<file path="src/rtl/cfg_upload_pkg.sv">
package cfg_upload_pkg;
  localparam int RA_W = 16;
  localparam logic [7:0] OP_PAUSE = 8'hFE;
  localparam logic [7:0] OP_END   = 8'hFF;

  typedef enum logic [2:0] {
    UP_IDLE,
    UP_OP,
    UP_ADHI,
    UP_ADLO,
    UP_DATA,
    UP_SUM
  } up_state_e;
endpackage

</file>
<file path="src/rtl/cfg_upload_decode.sv">
module cfg_upload_decode
  import cfg_upload_pkg::*;
(
  input  logic [7:0] op,
  output logic       is_data,
  output logic       is_pause,
  output logic       is_end,
  output logic [6:0] span
);
  // Data codes occupy the lower half; span is the byte count minus one.
  assign is_data  = ~op[7];
  assign is_pause = (op == OP_PAUSE);
  assign is_end   = (op == OP_END);
  assign span     = op[6:0];
endmodule

</file>
<file path="src/rtl/cfg_upload_csum.sv">
module cfg_upload_csum (
  input  logic       clk,
  input  logic       rst_n,
  input  logic       load,
  input  logic       add,
  input  logic [7:0] byte_in,
  output logic [7:0] sum
);
  always_ff @(posedge clk) begin
    if (!rst_n)    sum <= 8'h00;
    else if (load) sum <= byte_in;
    else if (add)  sum <= sum + byte_in;
  end
endmodule

</file>
<file path="src/rtl/cfg_upload_ptr.sv">
module cfg_upload_ptr #(
  parameter int W = 8
) (
  input  logic         clk,
  input  logic         rst_n,
  input  logic         adv,
  input  logic         clr,
  output logic [W-1:0] val
);
  always_ff @(posedge clk) begin
    if (!rst_n)   val <= '0;
    else if (clr) val <= '0;
    else if (adv) val <= val + 1'b1;
  end
endmodule

</file>
<file path="src/rtl/cfg_upload_seq.sv">
module cfg_upload_seq
  import cfg_upload_pkg::*;
#(
  parameter logic [15:0] SP_BASE = 16'h0E00,
  parameter int          SP_AW   = 5,
  parameter int          ST_AW   = 10
) (
  input  logic             clk,
  input  logic             rst_n,
  input  logic             start,
  output logic             busy,
  output logic [RA_W-1:0]  rd_addr,
  input  logic [7:0]       rd_data,
  output logic             st_valid,
  input  logic             st_ready,
  output logic [ST_AW-1:0] st_addr,
  output logic [7:0]       st_data
);
  up_state_e state_q, state_d;

  logic [SP_AW-1:0] sp_ptr;
  logic [RA_W-1:0]  base_q;
  logic [6:0]       span_q, idx_q;
  logic [7:0]       sum;
  logic             is_data, is_pause, is_end;
  logic [6:0]       span;
  logic             hs, in_sp, sp_adv, ptr_clr, sum_load, sum_add;

  cfg_upload_decode u_dec (
    .op(rd_data), .is_data(is_data), .is_pause(is_pause),
    .is_end(is_end), .span(span)
  );

  assign hs       = st_valid & st_ready;
  assign in_sp    = (state_q == UP_OP) || (state_q == UP_ADHI) || (state_q == UP_ADLO);
  assign sp_adv   = in_sp && (hs || (state_q == UP_OP && is_pause));
  assign ptr_clr  = (state_q == UP_OP) && hs && is_end;
  assign sum_load = (state_q == UP_OP) && hs;
  assign sum_add  = hs && ((state_q == UP_ADHI) || (state_q == UP_ADLO) || (state_q == UP_DATA));
  assign busy     = (state_q != UP_IDLE);

  cfg_upload_ptr #(.W(SP_AW)) u_sp_ptr (
    .clk(clk), .rst_n(rst_n), .adv(sp_adv), .clr(ptr_clr), .val(sp_ptr)
  );

  cfg_upload_ptr #(.W(ST_AW)) u_st_ptr (
    .clk(clk), .rst_n(rst_n), .adv(hs), .clr(ptr_clr), .val(st_addr)
  );

  cfg_upload_csum u_sum (
    .clk(clk), .rst_n(rst_n), .load(sum_load), .add(sum_add),
    .byte_in(rd_data), .sum(sum)
  );

  // Read address and storage request
  always_comb begin
    rd_addr  = SP_BASE + RA_W'(sp_ptr);
    st_valid = 1'b0;
    st_data  = rd_data;
    case (state_q)
      UP_OP:   st_valid = ~is_pause;
      UP_ADHI,
      UP_ADLO: st_valid = 1'b1;
      UP_DATA: begin
        rd_addr  = base_q + RA_W'(idx_q);
        st_valid = 1'b1;
      end
      UP_SUM: begin
        st_valid = 1'b1;
        st_data  = sum;
      end
      default: ;
    endcase
  end

  // Walk control
  always_comb begin
    state_d = state_q;
    case (state_q)
      UP_IDLE: if (start) state_d = UP_OP;
      UP_OP: begin
        if (is_pause)     state_d = UP_IDLE;
        else if (hs) begin
          if (is_end)       state_d = UP_IDLE;
          else if (is_data) state_d = UP_ADHI;
        end
      end
      UP_ADHI: if (hs) state_d = UP_ADLO;
      UP_ADLO: if (hs) state_d = UP_DATA;
      UP_DATA: if (hs && idx_q == span_q) state_d = UP_SUM;
      UP_SUM:  if (hs) state_d = UP_OP;
      default: state_d = UP_IDLE;
    endcase
  end

  always_ff @(posedge clk) begin
    if (!rst_n) begin
      state_q <= UP_IDLE;
      base_q  <= '0;
      span_q  <= '0;
      idx_q   <= '0;
    end else begin
      state_q <= state_d;
      if (hs && state_q == UP_OP)   span_q <= span;
      if (hs && state_q == UP_ADHI) base_q[15:8] <= rd_data;
      if (hs && state_q == UP_ADLO) begin
        base_q[7:0] <= rd_data;
        idx_q       <= '0;
      end
      if (hs && state_q == UP_DATA) idx_q <= idx_q + 7'd1;
    end
  end

  // stalled request is held unchanged
  assert_hold_R8: assert property (@(posedge clk) disable iff (!rst_n)
    (st_valid && !st_ready) |=> (st_valid && $stable(st_addr) && $stable(st_data)));

  // storage pointer moves only on a completed write
  assert_ptr_still_R9: assert property (@(posedge clk) disable iff (!rst_n)
    !(st_valid && st_ready) |=> $stable(st_addr));

  // no requests while idle
  assert_idle_quiet_R1: assert property (@(posedge clk) disable iff (!rst_n)
    !busy |-> !st_valid);

  // pause leaves storage pointer and goes idle
  assert_pause_R6: assert property (@(posedge clk) disable iff (!rst_n)
    (state_q == UP_OP && is_pause) |=> (!busy && $stable(st_addr)));

  // end write clears the storage pointer and goes idle
  assert_end_R7: assert property (@(posedge clk) disable iff (!rst_n)
    (state_q == UP_OP && hs && is_end) |=> (!busy && st_addr == '0));
endmodule

</file>
<file path="config.mk">
export PLATFORM = sky130hd
export DESIGN_NAME = cfg_upload_seq
export DESIGN_NICKNAME = d
export VERILOG_FILES = /design/src/rtl/cfg_upload_pkg.sv /design/src/rtl/cfg_upload_decode.sv /design/src/rtl/cfg_upload_csum.sv /design/src/rtl/cfg_upload_ptr.sv /design/src/rtl/cfg_upload_seq.sv
export SDC_FILE = /design/constraint.sdc
export NUM_CORES = 1
export LEC_CHECK = 0
export ABC_AREA = 0
export CELL_PAD_IN_SITES_DETAIL_PLACEMENT = 0
export CELL_PAD_IN_SITES_GLOBAL_PLACEMENT = 1
export CORE_MARGIN = 2
export CORE_UTILIZATION = 30
export CTS_BUF_LIST = sky130_fd_sc_hd__clkbuf_16
export DETAILED_ROUTE_END_ITERATION = 16
export PLACE_DENSITY = 0.61
export SYNTH_ARGS = -nofsm -noshare
export SYNTH_HDL_FRONTEND = slang
export SYNTH_SLANG_ARGS = --single-unit
</file>
<file path="constraint.sdc">
create_clock -name clk -period 2.7 [get_ports clk]
set_input_delay 0.405 -clock clk [delete_from_list [all_inputs] [get_ports clk]]
set_output_delay 0.405 -clock clk [all_outputs]
set_load 0.02 [all_outputs]
</file>
# After elaboration in Yosys (flattened, before gate mapping)

Index checks and enable logic that the tools add are counted.

Word-level logic and storage cells: 70
Output and inout port bits: 36
Bits of input ports: 12
Register bits: 56

Equal/unequal tests: 15
Reductions and logical operators: 21
Bitwise gates (word level): 3
$add $sub $neg: 6
Muxes and demuxes: 17

Operators with widths:

| kind                  | number |
|---|---|
| $mux 3                | 9 |
| $mux 8                | 3 |
| $pmux 3 s6            | 1 |
| $add 16x7->16         | 1 |
| $eq 8x8->1 const B    | 2 |
| $mux 16               | 1 |
| $mux 7                | 2 |
| $add 12x5->13 const A | 1 |
| $add 10x1->10 const B | 1 |
| $logic_and 1x1->1     | 9 |
| $add 8x8->8           | 1 |
| $ne 2x2->1 const B    | 4 |
| $add 7x1->7 const B   | 1 |
| $eq 7x7->1            | 1 |
| $reduce_and 7->1      | 1 |
| $eq 3x2->1 const B    | 2 |
| $eq 3x3->1 const B    | 2 |
| $add 5x1->5 const B   | 1 |
| $logic_or 1x1->1      | 5 |
| $ne 4x4->1 const B    | 1 |
| $reduce_bool 2->1     | 2 |
| $reduce_or 4->1       | 1 |
| $eq 3x1->1 const B    | 1 |
| $logic_not 3->1       | 1 |
| other kinds (7)       | 8 |

# Longest topological paths before layout

Gate-level depths: netlist of the first run.

Word-level depth: 7
Mapped depth: 9
Depth with buffers taken out: 9

# Modules after synthesis

From an unflattened synthesis of the first run, not the netlist that was laid out.

Cells, all modules: 454
Area total of the unflattened synthesis: 3629.7 µm²

Modules (own cells, without submodules):

| module                     | sequential area each (µm²) | instances | area each (µm²) | cells an instance |
|---|---|---|---|---|
| cfg_upload_seq             | 660.6                      | 1         | 2177.1          | 291 |
| cfg_upload_csum            | 160.2                      | 1         | 669.4           | 77 |
| cfg_upload_ptr at u_st_ptr | 200.2                      | 1         | 462.9           | 50 |
| cfg_upload_ptr at u_sp_ptr | 100.1                      | 1         | 239.0           | 23 |
| cfg_upload_decode          | 0.0                        | 1         | 81.3            | 13 |

# Worst setup path before layout of the first run

No wires, ideal clock.

Path type: reg2out
Start point: register idx_q[0]
End point: output rd_addr[6]
Path slack: 0.132 ns
Data required time: 2.295 ns
Cell stages (with the launch flop): 10
Path buffers: 0
Arrival time: 2.163 ns
Path through: dfxtp_1 -> ha_1 -> inv_1 -> fa_1 -> nor2b_1 -> o21a_1 -> o21ai_0 -> a21boi_0 -> o21a_1 -> nor3_1

Cells in the longest elaborated chain, start to end: 2

RTL lines:

| element                | line                  | source |
|---|---|---|
| from (decl)            | cfg_upload_seq.sv:23  | `logic [6:0] span_q, idx_q;` |
| from (signal assigned) | cfg_upload_seq.sv:110 | `if (hs && state_q == UP_DATA) idx_q <= idx_q + 7'd1;` |
| $add 16x7->16          | cfg_upload_seq.sv:65  | `rd_addr = base_q + RA_W'(idx_q);` |
| $mux 16                | cfg_upload_seq.sv:60  | `case (state_q)` |
| to (decl)              | cfg_upload_seq.sv:12  | `output logic [RA_W-1:0] rd_addr,` |

Every way passes these cells.

# Worst setup path in the final report of the first run

Start point: register base_q[0]
End point: output rd_addr[8]

Cells in the longest elaborated chain, start to end: 2

RTL lines:

| element                | line                  | source |
|---|---|---|
| from (decl)            | cfg_upload_seq.sv:22  | `logic [RA_W-1:0] base_q;` |
| from (signal assigned) | cfg_upload_seq.sv:107 | `base_q[7:0] <= rd_data;` |
| $add 16x7->16          | cfg_upload_seq.sv:65  |  |
| $mux 16                | cfg_upload_seq.sv:60  |  |

Every way passes these cells.

==> results.sh, run 1 <==
export IMPL_period_needed_ns=2.596
export IMPL_r2r_start="state_q[0]"
export IMPL_sw_frac_of_total=0.3543
export IMPL_fp_dieW_um=112.8
export IMPL_fmax_ghz=0.3852
export IMPL_grt_max_degree=33
export IMPL_regArea_um2=1124
export IMPL_first_iter_violations=105
export IMPL_start_util=0.3097
export IMPL_vias=3268
export IMPL_internal_power_mw=1.900
export IMPL_vdd_ir_drop_max_uv=306.2
export IMPL_route_detailed_wl_per_inst_um=14.07
export IMPL_r2r_end="u_st_ptr.val[9]"
export IMPL_clkSlewWorstSetupHoldPaths_ns=0.07
export IMPL_cts_tree="done"
export IMPL_startpoint_type="flop"
export IMPL_via_per_inst=4.922
export IMPL_clk_latency_ns=0.30
export IMPL_cp_arrival_ns=2.19
export IMPL_crit_start="base_q[0]"
export IMPL_cts_inserted_buffers=5
export IMPL_fin_area_um2=4648
export IMPL_p_per_area_nw_per_um2=632.9
export IMPL_dpl_cell_area_um2=4414
export IMPL_critPathRequiredTime_ns=2.30
export IMPL_slew_viol_final=0
export IMPL_multiInputGateArea_um2=2330
export IMPL_drive_gt1_frac=0.1862
export IMPL_grt_pass1_vias=3085
export IMPL_clkSinkCount=56
export IMPL_grt_pass1_wl_um=15530
export IMPL_yosys_most_used_dff="dfxtp_1"
export IMPL_critPathMaxFanout=4
export IMPL_avgSynthCellArea_um2=8.107
export IMPL_firstDrtPassIters=4
export IMPL_max_slew_margin=0.6053
export IMPL_status="complete, no violations"
export IMPL_clockBufferDepth=2
export IMPL_yosysWarnings=0
export IMPL_power_frac_comb=0.394
export IMPL_seq_power_share=0.350
export IMPL_rows=39
export IMPL_grt_antenna_before_repair=0
export IMPL_synthesis_area_um2=3551
export IMPL_synth_nets=469
export IMPL_finalCritPeriodShare=0.9615
export IMPL_gp_congestion=0.8441
export IMPL_synth_cell_type_count=58
export IMPL_cts_max_level=2
export IMPL_setup_viol=0
export IMPL_p_leak_nw=1.739
export IMPL_overflow=0
export IMPL_p_sw_mw=1.042
export IMPL_endpoint="rd_addr[8]"
export IMPL_cts_root_buffer="clkbuf_16"
export IMPL_n_fill_cell=1189
export IMPL_synth_seq_cells=56
export IMPL_die_h_um=112.8
export IMPL_hold_viol=0
export IMPL_async_flop_share=0
export IMPL_clkPwrFrac=0.256
export IMPL_ioPinCount=48
export IMPL_min_path_type="flop to flop"
export IMPL_rsz0062_at_grt="true"
export IMPL_core_area_um2=11470
export IMPL_drc=0
export IMPL_holdBufCountCts=0
export IMPL_hpwl_um=7202
export IMPL_hold_path_startpoint="base_q[3]"
export IMPL_rrSetupSlack_ns=0.63
export IMPL_tns_ns=0
export IMPL_tightest_slew_ns=0.5895
export IMPL_antenna_left=0
export IMPL_routed_wl_um=9345
export IMPL_syn_inst=438
export IMPL_port_buffer_count=47
export IMPL_grtUsageTotal=0.1509
export IMPL_fin_nets=551
export IMPL_cp_end_kind="output pin"
export IMPL_r2r_cells=8
export IMPL_synthToLayoutAreaGrowth_pct=30.90
export IMPL_diodes=0
export IMPL_crit_type="flop to output pin"
export IMPL_dieArea_um2=12720
export IMPL_synth_edf_count=0
export IMPL_cap_violations=0
export IMPL_yosysSeqAreaShare=0.3157
export IMPL_skew_ns=0.007528
[layout make-up]
type	count	area share
multi-input combinational	348	0.5012
sequential	56	0.2417
timing repair buffer	92	0.1688
tap	143	0.03849
clock buffer	5	0.02692
inverter	17	0.01373
clock inverter	3	0.009152
[kinds of logic after synthesis]
group,Yosys count,synth area share
adders and majority gates,19,0.07118
xor gates and xnor gates,38,0.09373
buffers and inverters,34,0.05074
and+or+nand+nor,178,0.2386
muxes,11,0.03383
DFF,56,0.3157
AOI/OAI and AO/OA,102,0.1963
[worst min-delay path by stage]
| stage | endpoint | slack [ns] | cells after the start |
|---|---|---|---|
| after detailed placement | base_q[0] | 0.47 | 2 |
| after floorplan | base_q[0] | 0.45 | 2 |
| after global routing | base_q[3] | 0.49 | 2 |
| after global placement | base_q[6] | 0.46 | 2 |
| final | base_q[3] | 0.47 | 2 |
| after CTS | base_q[0] | 0.47 | 2 |
[registers in the layout (all words and copies together) (netlist names)]
signal        cells
idx_q             7
u_st_ptr.val     10
state_q           3
base_q           16
span_q            7
u_sp_ptr.val      5
u_sum.sum         8
[synth_stat cells (all sizes together) (2+ instances only)]
library cell,number,area (um^2)
a211oi,4,30.03
a21boi,29,217.7
a21oi,16,83.83
a31oi,4,25.02
and2,2,12.52
and3,3,18.77
buf,5,36.28
clkbuf,11,61.31
dfxtp,56,1121
fa,2,40.04
ha,17,212.7
inv,17,63.81
mux2,8,90.09
mux2i,3,30.03
nand2,77,289.0
nand3,18,90.09
nand3b,4,30.03
nand4,3,33.78
nor2,41,153.9
nor2b,6,37.54
nor3,8,45.04
nor3b,5,58.80
nor4,4,25.02
o2111ai,5,43.79
o211a,2,20.02
o211ai,4,30.03
o21a,3,22.52
o21ai,25,128.9
o31a,2,18.77
or3,4,31.28
xnor2,25,219.0
xor2,13,113.9
[worst max-delay path, cell delays in order, from the launching register on]
cell	delay (ns)
dfxtp_2	0.36
ha_4	0.14
inv_2	0.03
fa_2	0.33
nor2b_1	0.11
o21a_1	0.14
o21ai_2	0.08
buf_6	0.14
a211oi_4	0.20
xnor2_1	0.14
nor2_1	0.05
buf_2	0.17
[power groups by stage]
stage	Clock, mW	Sequential (mW)	Combinational [mW]
after global routing	0.808	1.05	1.29
final	0.753	1.03	1.16
after floorplan	0	1.05	0.783
after detailed placement	0	1.05	1.16
after CTS	0.774	1.03	1.17
after global placement	0	1.05	1.15
[stage by stage]
step | hold slack (ns) | utilization | instances | setup WS (ns) | power, mW
after floorplan | 0.4478 | - | 438 | 0.1320 | 1.833
after global placement | 0.4600 | 0.3849 | 655 | -0.2047 | 2.197
after detailed placement | 0.4658 | 0.3849 | 655 | -0.2133 | 2.211
after CTS | 0.4710 | 0.4022 | 664 | 0.002541 | 2.970
after global routing | 0.4878 | 0.4053 | 664 | -0.03980 | 3.149
final | 0.4724 | 0.4053 | 664 | 0.1040 | 2.942
[routing by layer]
metal / GRT usage / part of all wire / up-vias
met5: 0 / 0 / -
met4: 0.03496 / 0.0091 / 0
met3: 0.02517 / 0.034 / 5
met2: 0.2463 / 0.46 / 64
met1: 0.2094 / 0.50 / 1518
li1: - / - / 1681
[repair_timing]
action                                  4_1_cts  5_1_grt
pin swaps                                     3        3
endpoints found under the setup margin       13       12
gates resized for setup                      46       14
buffers inserted                              1        0
[layout by cell type (no fill, tap or decap), drive strengths merged, types with 13 or more instances in the layout]
cell	count
a21boi	29
a21oi	16
buf	51
clkdlybuf4s50	33
dfxtp	56
ha	17
inv	17
nand2	77
nand3	18
nor2	41
o21ai	25
xnor2	25
xor2	13
(Power assumes the default switching activity.)
==> inputs of run 2 (changes only) <==
--- a/config.mk
+++ b/config.mk
@@ -8,11 +8,13 @@
 export ABC_AREA = 0
 export CELL_PAD_IN_SITES_DETAIL_PLACEMENT = 0
 export CELL_PAD_IN_SITES_GLOBAL_PLACEMENT = 1
-export CORE_MARGIN = 2
+export CORE_MARGIN = 4
 export CORE_UTILIZATION = 30
 export CTS_BUF_LIST = sky130_fd_sc_hd__clkbuf_16
+export CTS_CLUSTER_SIZE = 20
 export DETAILED_ROUTE_END_ITERATION = 16
 export PLACE_DENSITY = 0.61
+export SETUP_SLACK_MARGIN = 0.15
 export SYNTH_ARGS = -nofsm -noshare
 export SYNTH_HDL_FRONTEND = slang
 export SYNTH_SLANG_ARGS = --single-unit
==> results.sh, run 2 (synthesized netlist as in run 1, its figures left out) <==
export IMPL_start_util=0.3083
export IMPL_crit_start="base_q[0]"
export IMPL_dp_worst_setup_slack_ns=-0.2130
export IMPL_critPathRequiredTime_ns=2.30
export IMPL_power_frac_comb=0.401
export IMPL_clkPwrFrac=0.236
export IMPL_seq_power_share=0.364
export IMPL_p_sw_mw=1.049
export IMPL_cp_end_kind="output pin"
export IMPL_cp_arrival_ns=2.21
export IMPL_r2r_end="u_sum.sum[7]"
export IMPL_grt_max_degree=22
export IMPL_largest_register="base_q"
export IMPL_p_leak_nw=1.848
export IMPL_hold_viol=0
export IMPL_ioPinCount=48
export IMPL_clockBufferDepth=2
export IMPL_vdd_ir_drop_max_uv=293.9
export IMPL_grt_pass1_vias=3300
export IMPL_cts_tree="done"
export IMPL_rrSetupSlack_ns=0.56
export IMPL_fin_area_um2=4722
export IMPL_min_path_cells=2
export IMPL_setup_viol=0
export IMPL_gp_congestion=0.8167
export IMPL_dieArea_um2=13640
export IMPL_core_area_um2=11520
export IMPL_fp_dieW_um=116.8
export IMPL_grtUsageTotal=0.1516
export IMPL_sw_frac_of_total=0.3664
export IMPL_r2r_start="state_q[0]"
export IMPL_crit_type="flop to output pin"
export IMPL_clkSlewWorstSetupHoldPaths_ns=0.07
export IMPL_status="complete, no violations"
export IMPL_grt_antenna_before_repair=0
export IMPL_diodes=0
export IMPL_port_buffer_count=47
export IMPL_firstDrtPassIters=4
export IMPL_tightest_slew_ns=0.7245
export IMPL_hpwl_um=7525
export IMPL_endpoint="rd_addr[12]"
export IMPL_max_slew_margin=0.5155
export IMPL_routed_wl_um=9916
export IMPL_power_total_mw=2.863
export IMPL_startpoint_type="flop"
export IMPL_cts_root_buffer="clkbuf_16"
export IMPL_r2r_cells=8
export IMPL_top_regs="base_q x16, u_st_ptr.val x10, u_sum.sum x8"
export IMPL_drive_gt1_frac=0.2131
export IMPL_clk_latency_ns=0.30
export IMPL_internal_power_mw=1.814
export IMPL_drc=0
export IMPL_cts_max_level=2
export IMPL_slew_viol_final=0
export IMPL_antenna_left=0
export IMPL_holdBufCountCts=0
export IMPL_dpl_cell_area_um2=4397
export IMPL_grt_pass1_wl_um=16250
export IMPL_whs_ns=0.4753
export IMPL_skew_ns=0.01011
export IMPL_fmax_ghz=0.3830
export IMPL_rows=39
export IMPL_vias=3222
export IMPL_cap_violations=0
export IMPL_die_h_um=116.8
export IMPL_critPathMaxFanout=4
export IMPL_synthToLayoutAreaGrowth_pct=32.98
export IMPL_overflow=0
export IMPL_rsz0062_at_grt="true"
export IMPL_cts_inserted_buffers=5
export IMPL_first_iter_violations=141
export IMPL_clkSinkCount=56
export IMPL_via_per_inst=4.852
export IMPL_min_path_type="flop to flop"
export IMPL_mostFrequentLayoutCells="nand2_1 (76), dfxtp_1 (53), buf_4 (47), nor2_1 (41), a21boi_0 (28)"
export IMPL_fin_nets=551
export IMPL_largest_reg_flops=16
export IMPL_fin_ws_ns=0.08885
export IMPL_layout_cells_most_common="nand2_1"
export IMPL_route_detailed_wl_per_inst_um=14.93
export IMPL_p_per_area_nw_per_um2=606.3
export IMPL_finalCritPeriodShare=0.9671
export IMPL_period_needed_ns=2.611
## run 2: changes by cell type in the layout (fill, tap and decap cells not counted), moves of 2 or more
cell	previous run	this run
buf_2	4	7
clkdlybuf4s50_1	33	23
dlygate4sd2_1	5	1
dlymetal6s2s_1	1	10
ha_4	1	3
nand3_1	18	16
nand3_2	0	2
nor3_1	6	4
nor3_2	2	4
nor3b_2	3	1
nor3b_4	1	3
## run 2: stage by stage
step,setup TNS (ns),std cells,util
after floorplan,0,438,-
after global placement,-0.7392,652,0.3818
after detailed placement,-0.8315,652,0.3818
after CTS,0,661,0.4034
after global routing,-0.1677,664,0.4100
final,0,664,0.4100
## run 2: cell type report
class,instances,area (um^2)
Fill cell,1178,6794
Multi-Input combinational cell,348,2402
Clock inverter,3,27.53
Timing Repair Buffer,92,799.5
Tap cell,143,178.9
Clock buffer,5,125.1
Inverter,17,63.81
Sequential cell,56,1125
## run 2: power groups by stage
stage / Clock, mW / Sequential (mW) / Combinational [mW]
after CTS: 0.699 / 1.03 / 1.15
after global routing: 0.728 / 1.06 / 1.29
final: 0.674 / 1.04 / 1.15
after detailed placement: 0 / 1.05 / 1.14
after global placement: 0 / 1.05 / 1.14
after floorplan: 0 / 1.05 / 0.783
## run 2: timing repair
item                                   in CTS  in global routing
endpoints found under the hold margin       0                  0
setup buffers                               1                  3
pin swaps                                   7                 13
gates resized for setup                    76                 28
setup endpoints to repair                  23                 23
## run 2: worst min-delay path by stage
stage,from,end,slack [ns]
3_5_place_dp,base_q[2],base_q[2],0.47
4_1_cts,base_q[2],base_q[2],0.48
3_3_place_gp,base_q[2],base_q[2],0.46
6_report,base_q[2],base_q[2],0.48
2_1_floorplan,base_q[0],base_q[0],0.45
5_1_grt,span_q[2],span_q[2],0.51
## run 2: worst max-delay path: stages, from the launching register on
cell      delay [ns]
dfxtp_2         0.35
ha_4            0.13
inv_2           0.03
fa_2            0.33
nor2b_1         0.12
o21a_1          0.17
o21ai_2         0.07
buf_6           0.14
a211oi_4        0.21
xnor2_1         0.14
nor2_1          0.05
buf_4           0.16
## run 2: metal layers
| layer | up-vias | share of wire | global-route usage |
|---|---|---|---|
| li1 | 1677 | - | - |
| met1 | 1478 | 0.48 | 0.2107 |
| met2 | 58 | 0.46 | 0.2491 |
| met3 | 9 | 0.043 | 0.01902 |
| met4 | 0 | 0.012 | 0.03976 |
| met5 | - | 0 | 0 |
